[config.mk]
export PLATFORM = sky130hd
export DESIGN_NAME = prefetch_queue
export DESIGN_NICKNAME = d
export VERILOG_FILES = /design/src/rtl/pfq_pkg.sv /design/src/rtl/pfq_ctrl.sv /design/src/rtl/pfq_dpath.sv /design/src/rtl/prefetch_queue.sv
export SDC_FILE = /design/constraint.sdc
export NUM_CORES = 1
export LEC_CHECK = 0
export ABC_AREA = 1
export BUFFER_PORTS_ARGS = -buffer_cell sky130_fd_sc_hd__buf_4
export CAP_MARGIN = 20
export CELL_PAD_IN_SITES_DETAIL_PLACEMENT = 1
export CELL_PAD_IN_SITES_GLOBAL_PLACEMENT = 2
export CORE_UTILIZATION = 25
export CTS_CLUSTER_DIAMETER = 80
export DETAILED_ROUTE_END_ITERATION = 8
export GPL_TIMING_DRIVEN = 0
export PLACE_DENSITY_LB_ADDON = 0.15
export SYNTH_ARGS = -nofsm -noshare
export SYNTH_HDL_FRONTEND = slang
export SYNTH_HIERARCHICAL = 1
export SYNTH_SLANG_ARGS = --single-unit
[constraint.sdc]
create_clock -name clk -period 2.6 [get_ports clk]
set_clock_uncertainty 0.1 [all_clocks]
set_input_delay 0.52 -clock clk [delete_from_list [all_inputs] [get_ports clk]]
set_output_delay 0.52 -clock clk [all_outputs]
set_load 0.02 [all_outputs]
[src/rtl/pfq_pkg.sv]
package pfq_pkg;
  typedef struct packed {
    logic push;
    logic pop;
    logic clear;
  } pfqStrobe_t;
endpackage

[src/rtl/pfq_ctrl.sv]
module pfq_ctrl import pfq_pkg::*; #(
  parameter int DEPTH = 6,
  localparam int CNT_W = $clog2(DEPTH + 1)
) (
  input  logic             clk,
  input  logic             rstN,
  input  logic             flush,
  input  logic             popReq,
  input  logic             opReq,
  input  logic             memAck,
  input  logic [CNT_W-1:0] queueCount,
  input  logic             queueEmpty,
  output logic             memReq,
  output logic             opGrant,
  output logic             busIdle,
  output pfqStrobe_t       strobe
);
  logic inFlight;
  logic roomLeft;

  assign roomLeft = queueCount < CNT_W'(DEPTH);

  always_ff @(posedge clk) begin
    if (!rstN) inFlight <= 1'b0;
    else if (flush) inFlight <= 1'b0;
    else if (inFlight) inFlight <= !memAck;
    else inFlight <= roomLeft && !opReq;
  end

  always_comb begin
    strobe.clear = flush;
    strobe.push  = inFlight && memAck && !flush;
    strobe.pop   = popReq && !queueEmpty && !flush;
  end

  assign memReq  = inFlight;
  assign opGrant = opReq && !inFlight;
  assign busIdle = !inFlight && !opReq;
endmodule

[src/rtl/pfq_dpath.sv]
module pfq_dpath import pfq_pkg::*; #(
  parameter int DEPTH = 6,
  parameter int ADDR_W = 20,
  parameter int DATA_W = 8,
  parameter logic [ADDR_W-1:0] RESET_ADDR = '0,
  localparam int CNT_W = $clog2(DEPTH + 1),
  localparam int IDX_W = (DEPTH > 1) ? $clog2(DEPTH) : 1
) (
  input  logic              clk,
  input  logic              rstN,
  input  pfqStrobe_t        strobe,
  input  logic [ADDR_W-1:0] flushAddr,
  input  logic [DATA_W-1:0] memData,
  output logic [DATA_W-1:0] headData,
  output logic [CNT_W-1:0]  count,
  output logic              empty,
  output logic [ADDR_W-1:0] fetchPtr
);
  logic [DATA_W-1:0] store [DEPTH];
  logic [IDX_W-1:0]  rdIdx, wrIdx;

  function automatic logic [IDX_W-1:0] nextIdx(input logic [IDX_W-1:0] idx);
    return (idx == IDX_W'(DEPTH - 1)) ? '0 : idx + 1'b1;
  endfunction

  always_ff @(posedge clk) begin
    if (strobe.push) store[wrIdx] <= memData;
  end

  always_ff @(posedge clk) begin
    if (!rstN) begin
      rdIdx <= '0;
      wrIdx <= '0;
      count <= '0;
      fetchPtr <= RESET_ADDR;
    end else if (strobe.clear) begin
      rdIdx <= '0;
      wrIdx <= '0;
      count <= '0;
      fetchPtr <= flushAddr;
    end else begin
      if (strobe.push) begin
        wrIdx <= nextIdx(wrIdx);
        fetchPtr <= fetchPtr + 1'b1;
      end
      if (strobe.pop) rdIdx <= nextIdx(rdIdx);
      case ({strobe.push, strobe.pop})
        2'b10: count <= count + 1'b1;
        2'b01: count <= count - 1'b1;
        default: count <= count;
      endcase
    end
  end

  assign headData = store[rdIdx];
  assign empty = (count == '0);
endmodule

[src/rtl/prefetch_queue.sv]
module prefetch_queue import pfq_pkg::*; #(
  parameter int DEPTH = 6,
  parameter int ADDR_W = 20,
  parameter int DATA_W = 8,
  parameter logic [ADDR_W-1:0] RESET_ADDR = '0,
  localparam int CNT_W = $clog2(DEPTH + 1)
) (
  input  logic              clk,
  input  logic              rstN,
  input  logic              flush,
  input  logic [ADDR_W-1:0] flushAddr,
  input  logic              popReq,
  output logic [DATA_W-1:0] popData,
  output logic              queueEmpty,
  output logic [CNT_W-1:0]  queueCount,
  input  logic              opReq,
  output logic              opGrant,
  output logic              busIdle,
  output logic              memReq,
  output logic [ADDR_W-1:0] memAddr,
  input  logic              memAck,
  input  logic [DATA_W-1:0] memData
);
  pfqStrobe_t strobe;

  pfq_ctrl #(.DEPTH(DEPTH)) uCtrl (
    .clk(clk), .rstN(rstN), .flush(flush), .popReq(popReq), .opReq(opReq),
    .memAck(memAck), .queueCount(queueCount), .queueEmpty(queueEmpty),
    .memReq(memReq), .opGrant(opGrant), .busIdle(busIdle), .strobe(strobe)
  );

  pfq_dpath #(.DEPTH(DEPTH), .ADDR_W(ADDR_W), .DATA_W(DATA_W),
              .RESET_ADDR(RESET_ADDR)) uDpath (
    .clk(clk), .rstN(rstN), .strobe(strobe), .flushAddr(flushAddr),
    .memData(memData), .headData(popData), .count(queueCount),
    .empty(queueEmpty), .fetchPtr(memAddr)
  );
endmodule

# After elaboration in Yosys (flattened, before gate mapping)
# Memories as Yosys holds them, arrays and structs flattened. A register that Yosys moved wholly into a read port is not among the register bits.
# Index checks and enable logic that the tools add are counted.
op_classes:
  eq_ne: 4
  order_cmp: 1
  reduce_logical: 16
  n_bitwise: 1
  n_addsub: 5
  n_mux: 10
ops:
  columns: ["cell", "n"]
  rows:
  - ["$mux W20", 2]
  - ["$add A20 B1 Y20 const B", 1]
  - ["$mux W3", 4]
  - ["$add A3 B1 Y3 const B", 3]
  - ["$logic_and A1 B1 Y1", 7]
  - ["$eq A3 B3 Y1 const B", 2]
  - ["$pmux W3 S2", 1]
  - ["$logic_not A1 Y1", 5]
  - ["$reduce_bool A2 Y1", 2]
  - ["$logic_not A3 Y1", 1]
  - ["$lt A3 B3 Y1 const B", 1]
  - ["$mux W1", 3]
  - ["$sub A3 B1 Y3 const B", 1]
  - ["$eq A2 B1 Y1 const B", 1]
  - ["$eq A2 B2 Y1 const B", 1]
  - ["$reduce_or A2 Y1", 1]
  - ["$not A1 Y1", 1]
totals:
  ram_bits: 48
  regBits: 30
  output_inout_bits: 35
  memories: 1
  inputBits: 34
memory_table:
  columns: ["name", "words", "width", "read_ports", "rd_ports_with_merged_regs", "wr", "line_no", "text"]
  rows:
  - ["uDpath.store", 6, 8, 1, 1, 1, "pfq_dpath.sv:19", "logic [DATA_W-1:0] store [DEPTH];"]

# Depth between registers and ports, before layout
logic_depth:
  ltp_word: 6
  ltp_mapped: 9
  mapped_depth_nobuf: 9

# Hierarchy
# Netlist, hierarchy kept.
modules_own_cells:
  columns: ["module", "area_per_inst_um2", "cells_each", "seq_area_each_um2", "n_inst"]
  rows:
  - ["pfq_dpath", 3580.9, 394, 2082.0, 1]
  - ["pfq_ctrl", 87.6, 15, 20.0, 1]

# Worst setup path before layout
# No wires, ideal clock.
synth_path:
  path_type: "reg2reg"
  start: "register uDpath.count[2]"
  end: "register uDpath.count[1]"
  stages_incl_launch_ff: 7
  period_less_slack_ns: 2.248
  setup_ns: 0.086
  arrival_time_ns: 2.062
  slack_ns: 0.352
  n_path_buf: 0
  path_cell_list: "dfxtp_1 > nor3_1 > nor3b_1 > ha_1 > inv_1 > fa_1 > a211oi_1"
synth_rtl:
  columns: ["element", "line_no", "text"]
  rows:
  - ["start: declaration", "pfq_dpath.sv:15", "output logic [CNT_W-1:0] count,"]
  - ["start signal: assignment", "pfq_dpath.sv:48", "2'b10: count <= count + 1'b1;"]
  - ["start signal: assignment", "pfq_dpath.sv:49", "2'b01: count <= count - 1'b1;"]
  - ["start signal: assignment", "pfq_dpath.sv:50", "default: count <= count;"]

==> reports/results.ini <==
[placement]
hpwl_um = 7600
dpl_worst_slack_ns = -0.285
io_buffers = 68
gp_congestion = 0.728

[cts]
cts_sinks = 81
cts_buffer_depth = 2
cts_root_buffer = clkbuf_16
clk_latency_ns = 0.35
cts_tree = done
cts.clk_slew.worst_paths_ns = 0.06
htree_levels = 3
postCtsSetupBuffers = 0
numCtsBuffers = 9

[timing]
setup_viol_count_final = 0
fin_ws_ns = 0.175
finalMaxSlewViolations = 0
rsz0062_at_grt = false
hold_viol = 0
period_minus_slack_ns = 2.42
tightestPinTransition_ns = 0.922
fin_crit_sh = 0.933
max-slew-margin-rel = 0.383
max_freq_mhz = 412

[worst_setup_path]
path_delay_family = buffers and inverters
end_kind = primary output
critPathRequiredTime_ns = 1.98
reg2reg_from = uCtrl/memReq$_SDFF_PP0_
reg2reg_depth = 5
crit_fanout = 10
rr_endpoint = uDpath/store[4][3]$_DFFE_PP_
max_stage_delay_ns = 0.34
crit_path_cell_trace = clkbuf_1, clkbuf_2, nand3_1, nand2_1, o22ai_1, buf_4
path_class = reg -> out
cp-start-kind = flop
arrival_ns = 1.80
crit_slowest_cell = clkbuf_2
crit_buf_inv = 3
reg2reg_slack_ns = 0.21

[min_path]
min_to = uDpath/store[0][1]$_DFFE_PP_
hp-start = memData[1]
min_path_cells = 1
min_path_type = in -> reg

[power]
power_mw = 2.99
power_leakage_nw = 1.82
power.density_nw_per_um2 = 632
vdd_drop_max_mv = 0.360

[finish]
synthToLayoutAreaGrowth_pct = 29.1
mostFrequentLayoutCell = nand2_1
num_antenna_cells = 0
layout-drive-gt1-share = 0.222
fillers = 1639
final_nets = 524
final_cell_mix = nand2_1, buf_4, edfxtp_1

[logic_synthesis]
yosysTopAreaCellShare = 0.393
yosys.area.top_type = edfxtp_1
synth_area_leaders = edfxtp_1, dfxtp_1, nand2_1, nor2_1, a21oi_1
ys_types = 31
syn-cell-area_sq_um = 3670
syn_avg_cell_area_sq_um = 8.97
yosysWarnings = 6
seq_area_frac_synth = 0.573
syn_nets = 446
ys_seq_elements = 81
synth_cells = 409

[drt]
dr.pass1.iters = 6
route.detailed.drc = 0
vias = 3103
routed_wl_um = 10600
post_drt_wl_per_cell_um = 15.8
ant_nets = 0
first_iter_violations = 129
via_per_inst = 4.62

[die]
initial_utilization = 0.260
dieArea_sq_um = 15200
die_x_um = 123
core-area_sq_um = 14100
die_h_um = 123
floorplan.rows = 43
io_pins = 69

[grt]
grt_usage = 0.152
grt_first_pass_wirelength_um = 17000
antenna_found_initial = 0
grt_max_degree = 15
grt_pass1_vias = 3197
grt-ovfl-total = 0

[run]
maxCapViolCount = 0

[run_status]
outcome = finished clean

==> flip-flops by register name (all words and copies together), names as in the netlist, named ones only <==
name / count
uDpath/wrIdx: 3
uDpath/rdIdx: 3
uDpath/count: 3
uCtrl/memReq: 1
uDpath/store: 48
uDpath/fetchPtr: 20
==> stage by stage <==
stage | TNS [ns] | cell area, sq um | utilization | cells | hold slack [ns]
after detailed placement | -6.38 | 4400 | 0.312 | 657 | 0.386
after CTS | -2.15 | 4720 | 0.335 | 672 | 0.287
after global placement | -7.83 | 4400 | 0.312 | 657 | 0.365
final | 0 | 4740 | 0.336 | 672 | 0.296
after floorplan | 0 | 3670 | - | 409 | 0.354
after global routing | 0 | 4740 | 0.336 | 672 | 0.298
==> worst max-delay path by stage <==
stage / end / slack (ns) / cells past startpoint
3_5_place_dp: uDpath/store[4][6]$_DFFE_PP_ / -0.28 / 5
3_3_place_gp: uDpath/store[0][6]$_DFFE_PP_ / -0.34 / 5
2_1_floorplan: uDpath/count[1]$_SDFFE_PP0P_ / 0.35 / 6
4_1_cts: uDpath/store[4][3]$_DFFE_PP_ / -0.11 / 5
5_1_grt: uDpath/store[1][2]$_DFFE_PP_ / 0.001 / 4
6_report: popData[3] / 0.18 / 6
==> layout make-up <==
class / instances / area [sq um] / share of cell area
clock inverters: 7 / 95.1 / 0.0201
repair buffers: 68 / 510 / 0.108
flip-flops and latches: 81 / 2100 / 0.444
inverters: 31 / 116 / 0.0246
clock buffers: 9 / 225 / 0.0475
plain buffers: 15 / 85.1 / 0.0180
multi-input cells: 281 / 1380 / 0.291
well taps: 180 / 225 / 0.0475
==> per-layer routing <==
metal | wire length [um] | vias up | share of wire | global-route usage
met1 | 4840 | 1501 | 0.46 | 0.186
met4 | 174 | 0 | 0.016 | 0.0723
met2 | 5310 | 56 | 0.50 | 0.260
met3 | 299 | 10 | 0.028 | 0.0240
li1 | - | 1536 | - | -
met5 | 0 | - | 0 | 0
==> Yosys cell counts <==
cell,count
nand2_1,106
edfxtp_1,48
nor2_1,45
dfxtp_1,33
inv_1,31
a21oi_1,30
nand3_1,22
o21ai_0,18
a22oi_1,10
clkbuf_1,9
o22ai_1,9
nor2_2,5
buf_2,4
nand4_1,4
nor3_1,4
xnor2_1,4
xor2_1,4
a31oi_1,3
o21bai_1,3
a211oi_1,2
buf_4,2
ha_1,2
nand2_2,2
nor2_4,2
a21oi_2,1
and2_1,1
clkbuf_8,1
fa_1,1
nand3b_1,1
nor3b_1,1
or2_2,1
==> timing repair <==
action                     CTS  global route
setup endpoints to repair   32            34
hold buffers                 0             0
pin swaps                    0             0
resized for setup            2             7
==> power by group <==
part	switching [mW]	total, mW	internal (mW)
combinational	0.110	0.203	0.0927
sequential	0.0326	1.41	1.38
clock	0.540	1.38	0.841
==> logic make-up after synthesis <==
group | Yosys count | synth area share
AND/OR/NAND/NOR | 194 | 0.222
flip-flops | 81 | 0.573
AO/OA/AOI/OAI | 76 | 0.119
buffers and inverters | 47 | 0.0542
XOR/XNOR | 8 | 0.0191
adder cells (fa/ha/maj) | 3 | 0.0123
No activity file was read; power rests on OpenSTA's default activity.
